===== src/rtl/cfg_seq_pkg.sv =====
package cfg_seq_pkg;

  typedef enum logic [2:0] {
    ST_IDLE  = 3'd0,
    ST_PROG  = 3'd1,
    ST_WINIT = 3'd2,
    ST_STRM  = 3'd3,
    ST_WDONE = 3'd4,
    ST_OK    = 3'd5,
    ST_ERR   = 3'd6
  } seq_state_e;

  // whole clock cycles covering a nanosecond minimum
  function automatic int cyc_ceil(input int ns, input int per_ns);
    return (ns + per_ns - 1) / per_ns;
  endfunction

  function automatic int max3(input int a, input int b, input int c);
    int m;
    m = (a > b) ? a : b;
    return (m > c) ? m : c;
  endfunction

endpackage


===== src/rtl/cfg_trig_decode.sv =====
module cfg_trig_decode #(
  parameter int               ADDR_W    = 32,
  parameter logic [ADDR_W-1:0] TRIG_ADDR = '0
) (
  input  logic              clk,
  input  logic              rst_n,
  input  logic [ADDR_W-1:0] bus_addr,
  input  logic              bus_wr,
  output logic              hit_q
);

  always_ff @(posedge clk or negedge rst_n) begin
    if (!rst_n) hit_q <= 1'b0;
    else        hit_q <= bus_wr && (bus_addr == TRIG_ADDR);
  end

  AST_HIT_NEEDS_WRITE: assert property (@(posedge clk) disable iff (!rst_n)
    hit_q |-> $past(bus_wr));

endmodule


===== src/rtl/cfg_step_timer.sv =====
module cfg_step_timer #(
  parameter int CNT_W = 9
) (
  input  logic             clk,
  input  logic             rst_n,
  input  logic             clr,
  output logic [CNT_W-1:0] cnt
);

  localparam logic [CNT_W-1:0] CNT_TOP = '1;

  always_ff @(posedge clk or negedge rst_n) begin
    if (!rst_n)              cnt <= '0;
    else if (clr)            cnt <= '0;
    else if (cnt != CNT_TOP) cnt <= cnt + 1'b1;
  end

endmodule


===== src/rtl/cfg_seq_ctrl.sv =====
module cfg_seq_ctrl
  import cfg_seq_pkg::*;
#(
  parameter int               ADDR_W        = 32,
  parameter logic [ADDR_W-1:0] TRIG_ADDR     = 'h0000_4C00,
  parameter int               CLK_PERIOD_NS = 8,
  parameter int               PROG_MIN_NS   = 300,
  parameter int               INIT_DLY_NS   = 500,
  parameter int               INIT_HOLD_CYC = 400,
  parameter int               DONE_TO_CYC   = 200
) (
  input  logic              clk,
  input  logic              rst_n,
  input  logic [ADDR_W-1:0] bus_addr,
  input  logic              bus_wr,
  output logic              prog_n,
  input  logic              init_i,
  input  logic              done_i,
  output logic              strm_en,
  input  logic              strm_fin,
  output logic              busy,
  output logic              cfg_ok,
  output logic              crc_err,
  output logic              to_err
);

  localparam int PROG_CYC = cyc_ceil(PROG_MIN_NS, CLK_PERIOD_NS);
  localparam int DLY_CYC  = cyc_ceil(INIT_DLY_NS, CLK_PERIOD_NS);
  localparam int CNT_MAX  = max3(PROG_CYC, max3(DLY_CYC, INIT_HOLD_CYC, 1), DONE_TO_CYC);
  localparam int CNT_W    = $clog2(CNT_MAX + 1);

  localparam logic [CNT_W-1:0] PROG_LAST = CNT_W'(PROG_CYC - 1);
  localparam logic [CNT_W-1:0] DLY_LAST  = CNT_W'(DLY_CYC - 1);
  localparam logic [CNT_W-1:0] HOLD_LAST = CNT_W'(INIT_HOLD_CYC - 1);
  localparam logic [CNT_W-1:0] DONE_LAST = CNT_W'(DONE_TO_CYC - 1);

  seq_state_e       state, nxt;
  logic             hit_q;
  logic [CNT_W-1:0] cnt;
  logic             set_crc, set_to;
  logic             crc_q, to_q;

  cfg_trig_decode #(
    .ADDR_W   (ADDR_W),
    .TRIG_ADDR(TRIG_ADDR)
  ) u_dec (
    .clk     (clk),
    .rst_n   (rst_n),
    .bus_addr(bus_addr),
    .bus_wr  (bus_wr),
    .hit_q   (hit_q)
  );

  cfg_step_timer #(
    .CNT_W(CNT_W)
  ) u_tmr (
    .clk  (clk),
    .rst_n(rst_n),
    .clr  (nxt != state),
    .cnt  (cnt)
  );

  always_comb begin
    nxt     = state;
    set_crc = 1'b0;
    set_to  = 1'b0;
    unique case (state)
      ST_IDLE, ST_OK, ST_ERR: begin
        if (hit_q) nxt = ST_PROG;
      end
      ST_PROG: begin
        if (cnt == PROG_LAST) nxt = ST_WINIT;
      end
      ST_WINIT: begin
        if (init_i && cnt >= DLY_LAST) begin
          nxt = ST_STRM;
        end else if (!init_i && cnt >= HOLD_LAST) begin
          nxt    = ST_ERR;
          set_to = 1'b1;
        end
      end
      ST_STRM: begin
        if (!init_i) begin
          nxt     = ST_ERR;
          set_crc = 1'b1;
        end else if (strm_fin) begin
          nxt = ST_WDONE;
        end
      end
      ST_WDONE: begin
        if (!init_i) begin
          nxt     = ST_ERR;
          set_crc = 1'b1;
        end else if (done_i) begin
          nxt = ST_OK;
        end else if (cnt == DONE_LAST) begin
          nxt    = ST_ERR;
          set_to = 1'b1;
        end
      end
      default: nxt = ST_IDLE;
    endcase
  end

  always_ff @(posedge clk or negedge rst_n) begin
    if (!rst_n) begin
      state <= ST_IDLE;
      crc_q <= 1'b0;
      to_q  <= 1'b0;
    end else begin
      state <= nxt;
      if (nxt == ST_PROG) begin
        crc_q <= 1'b0;
        to_q  <= 1'b0;
      end else begin
        if (set_crc) crc_q <= 1'b1;
        if (set_to)  to_q  <= 1'b1;
      end
    end
  end

  assign prog_n  = (state != ST_PROG);
  assign strm_en = (state == ST_STRM);
  assign busy    = (state == ST_PROG) || (state == ST_WINIT) ||
                   (state == ST_STRM) || (state == ST_WDONE);
  assign cfg_ok  = (state == ST_OK);
  assign crc_err = crc_q;
  assign to_err  = to_q;

  // run length of the low program pulse, kept for the width check
  logic [CNT_W-1:0] prog_run;
  always_ff @(posedge clk or negedge rst_n) begin
    if (!rst_n)                           prog_run <= '0;
    else if (prog_n)                      prog_run <= '0;
    else if (prog_run != {CNT_W{1'b1}})   prog_run <= prog_run + 1'b1;
  end

  AST_PROG_WIDTH: assert property (@(posedge clk) disable iff (!rst_n)
    $rose(prog_n) |-> ($past(prog_run) >= CNT_W'(PROG_CYC - 1)));

  AST_STRM_NEEDS_READY: assert property (@(posedge clk) disable iff (!rst_n)
    $rose(strm_en) |-> ($past(prog_n) && $past(init_i)));

  AST_FIN_CLOSES: assert property (@(posedge clk) disable iff (!rst_n)
    (strm_en && strm_fin && init_i) |=> !strm_en);

  AST_CRC_FLAG: assert property (@(posedge clk) disable iff (!rst_n)
    (strm_en && !init_i) |=> (crc_err && !strm_en));

  AST_ONE_STATUS: assert property (@(posedge clk) disable iff (!rst_n)
    $countones({cfg_ok, crc_err, to_err}) <= 1);

  AST_BUSY_NO_RESULT: assert property (@(posedge clk) disable iff (!rst_n)
    $rose(busy) |-> (!crc_err && !to_err));

endmodule


===== config.mk =====
export PLATFORM = sky130hd
export DESIGN_NAME = cfg_seq_ctrl
export DESIGN_NICKNAME = d
export VERILOG_FILES = /design/src/rtl/cfg_seq_pkg.sv /design/src/rtl/cfg_trig_decode.sv /design/src/rtl/cfg_step_timer.sv /design/src/rtl/cfg_seq_ctrl.sv
export SDC_FILE = /design/constraint.sdc
export NUM_CORES = 1
export LEC_CHECK = 0
export BUFFER_PORTS_ARGS = -buffer_cell sky130_fd_sc_hd__buf_2
export CORE_MARGIN = 3
export CORE_UTILIZATION = 44
export DETAILED_ROUTE_END_ITERATION = 8
export MAX_ROUTING_LAYER = met4
export PLACE_DENSITY_LB_ADDON = 0.2
export SLEW_MARGIN = 15
export SYNTH_ARGS = -nofsm -noshare
export SYNTH_HDL_FRONTEND = slang
export SYNTH_SLANG_ARGS = --single-unit

===== constraint.sdc =====
create_clock -name clk -period 2.1 [get_ports clk]
set_clock_uncertainty 0.1 [all_clocks]
set_input_delay 0.42 -clock clk [delete_from_list [all_inputs] [get_ports clk]]
set_output_delay 0.42 -clock clk [all_outputs]
set_load 0.005 [all_outputs]

==> metrics <==
status finished, violations left; violated checks negative setup slack; largest cells by area after synthesis dfrtp_1, nor4_1, xnor2_1, ha_1, nor2_1; GRT Residual Overflow 0; diodes inserted 0; Tcrit/Tclk final 107%; Crit. End Element flip-flop; routed vias between 1,000 and 1,500; CP top delay family simple AND/OR/NAND/NOR gates; syn_area_per_cell between 8 and 9 sq um; First DRT Iteration DRCs 62; CP Data Required Time 2.19 ns; Async SR Flop Fraction between 90% and 100%; worst path cell trace ha_2 > and4b_1 > and4_1 > or3_4 > a221o_1 > nor4_1; CP max stage delay between 0.4 and 0.5 ns; Power Density ~540 mW/mm^2; sequential-to-total area share from yosys stat roughly 33%; compound-gate portion of the synthesized area between 10% and 20%; Min-Delay Path Class primary input to flip-flop; CP startpoint kind flip-flop; mapped cell area 0.00114 sq mm; crit path DAT 2.34 ns; Die Area between 0.003 and 0.004 sq mm; post-synthesis mux area share 0.875%; routed vias/inst 5.97; number of global-route vias before repair about 1,400; Post-Synth XOR/XNOR Area under 10%; initial antenna violation count 0; Primary FF master, synth dfrtp_1; Max FO, Critical Path 4; Synth cell types between 40 and 50; Worst-Skew Late Latency just under 0.3 ns; Worst-path clk slew 0.10 ns; IO Port Bufs 43; Die Ht about 57 um; minimum clock period between 2 and 2.5 ns; final worst slack -0.149 ns; largest net degree at the start of global routing 16; endpoints failing hold 0; Post-synth EDFFs 0; gpl congestion between 0.8 and 0.9; final setup fails 11; Fillers 186; core area ~0.0023 sq mm; layout cells sized above 1 between 40% and 50%; first-pass GRT wire length about 6.2 mm; DR DRC count 0; post-route ant nets 0; largest family of logic cells by synthesized area simple AND/OR/NAND/NOR gates; CP Class flip-flop to flip-flop; most frequent cells after synthesis dfrtp_1, nor4_1, nor2_1; # H-tree levels 1; P&R area growth vs syn 50.5%; dpl ws -0.180 ns; synthesized instance count between 100 and 150; area share of the largest cell type after synthesis 32.8%; num rows 17; CTS tree done; slowest library cell on the worst path a221o_1; Max Clock Freq around 440 MHz; Global Route Usage Sum between 20% and 30%; fin. max-slew vios 0; chip width 57.0 um; Yosys Warn Count 0; CTS Buf Count 3; IO Pins 44; max cap viols 0; Post-Synth Adder-Cell Area ~5.3%; VDD IR max 497 uV; Syn Nets between 150 and 200; Leak Pwr ~0.8 nW; Clock Tree Root clkbuf_4; WL final 3.81 mm; CTS sink count 15; CP bufs+invs 0; Post-DP HPWL 2.94 mm; largest area contributor in the netlist dfrtp_1; Routed WL per cell between 15 and 20 um; nets between 200 and 250; Max Root-Sink Buffers 2; Initial Util between 40 and 50%; drt first pass iters 4; simple-gate area share of the yosys netlist a little over a third; Slew Limit Headroom around 73%; worst slew pin tran a little over 0.4 ns; Synth Register Bits 15; RSZ-0062 raised after global routing yes; Min Hold Slack approximately 0.21 ns
## final cells by class
class | count | area, sq um | area share (%)
multi-input combinational | 103 | 782 | 45.4
timing repair buffer | 76 | 478 | 27.8
sequential | 15 | 377 | 21.9
tap | 28 | 35.0 | 2.03
clock buffer | 3 | 22.5 | 1.31
inverter | 6 | 22.5 | 1.31
clock inverter | 1 | 5.00 | 0.291
## worst paths after layout
path	from	to	slack, ns	cells after the start
max in group asynchronous	rst_n	state[2]	1.14	2
worst min-delay path	bus_addr[16]	u_dec.hit_q	0.21	2
worst max-delay path	u_tmr.cnt[0]	u_tmr.cnt[4]	-0.15	6
worst max register to register	u_tmr.cnt[0]	u_tmr.cnt[4]	-0.15	6
min in group asynchronous	rst_n	to_err	0.47	2
worst min register to register	crc_err	crc_err	0.41	2
## logic make-up after synthesis
family | after synthesis
flip-flops | 15
AND/OR/NAND/NOR | 65
AO/OA/AOI/OAI | 22
multiplexers | 1
XOR/XNOR | 9
buffers and inverters | 12
adder cells (fa/ha/maj) | 5
## timing repair
item	4_1_cts	5_1_grt
hold buffers	1	0
setup buffers	3	1
endpoints found under the hold margin	15	0
endpoints found under the setup margin	11	11
pin swaps	1	1
gates cloned	1	0
gates resized for setup	7	5
## layout by cell type, fill, tap and decap left out, types with 2 or more instances in the layout
| cell | netlist | routed |
|---|---|---|
| nand4b_1 | 2 | 2 |
| nand3_1 | 6 | 6 |
| buf_4 | 1 | 31 |
| xnor2_1 | 6 | 6 |
| inv_1 | 6 | 5 |
| and4_1 | 2 | 2 |
| buf_2 | 2 | 43 |
| nand4_1 | 2 | 2 |
| nor2_1 | 11 | 11 |
| a31oi_1 | 2 | 2 |
| nor4b_1 | 3 | 3 |
| ha_1 | 4 | 3 |
| o21ai_0 | 5 | 5 |
| nand2_1 | 5 | 5 |
| clkbuf_4 | 0 | 3 |
| a21oi_1 | 5 | 5 |
| nor3_1 | 4 | 4 |
| xor2_1 | 3 | 3 |
| nor4_2 | 0 | 5 |
| nor4_1 | 15 | 9 |
| nor2b_1 | 4 | 4 |
| dfrtp_1 | 15 | 14 |
## routing by layer
metal / share of wire [%] / GRT usage [%] / vias to the layer above
met5: 0 / - / -
met4: 2.0 / 8.94 / 0
met3: 6.3 / 2.04 / 10
met2: 53 / 43.7 / 66
met1: 39 / 29.7 / 662
li1: - / - / 646
## through the flow
step | utilization, % | setup TNS, ns | cell area [sq um] | total power [mW] | cells
2_1_floorplan | - | -0.447 | 1150 | 0.560 | 129
3_3_place_gp | 67.1 | -0.787 | 1570 | 0.706 | 222
3_5_place_dp | 67.1 | -1.50 | 1570 | 0.721 | 222
4_1_cts | 71.8 | -1.26 | 1680 | 0.909 | 231
5_1_grt | 73.6 | -2.10 | 1720 | 0.986 | 232
6_report | 73.6 | -1.13 | 1720 | 0.922 | 232
## power by group
part	switching (mW)	internal, mW
clock network	0.0950	0.0708
logic	0.201	0.209
registers	0.0304	0.316
total	0.326	0.595
## state kept, by name, summed over array words and instances, names as in the netlist
name and flops:
crc_err 1, u_tmr.cnt 9, state 3, u_dec.hit_q 1
to_err 1
Note: power is estimated with default switching activity, not from simulation.
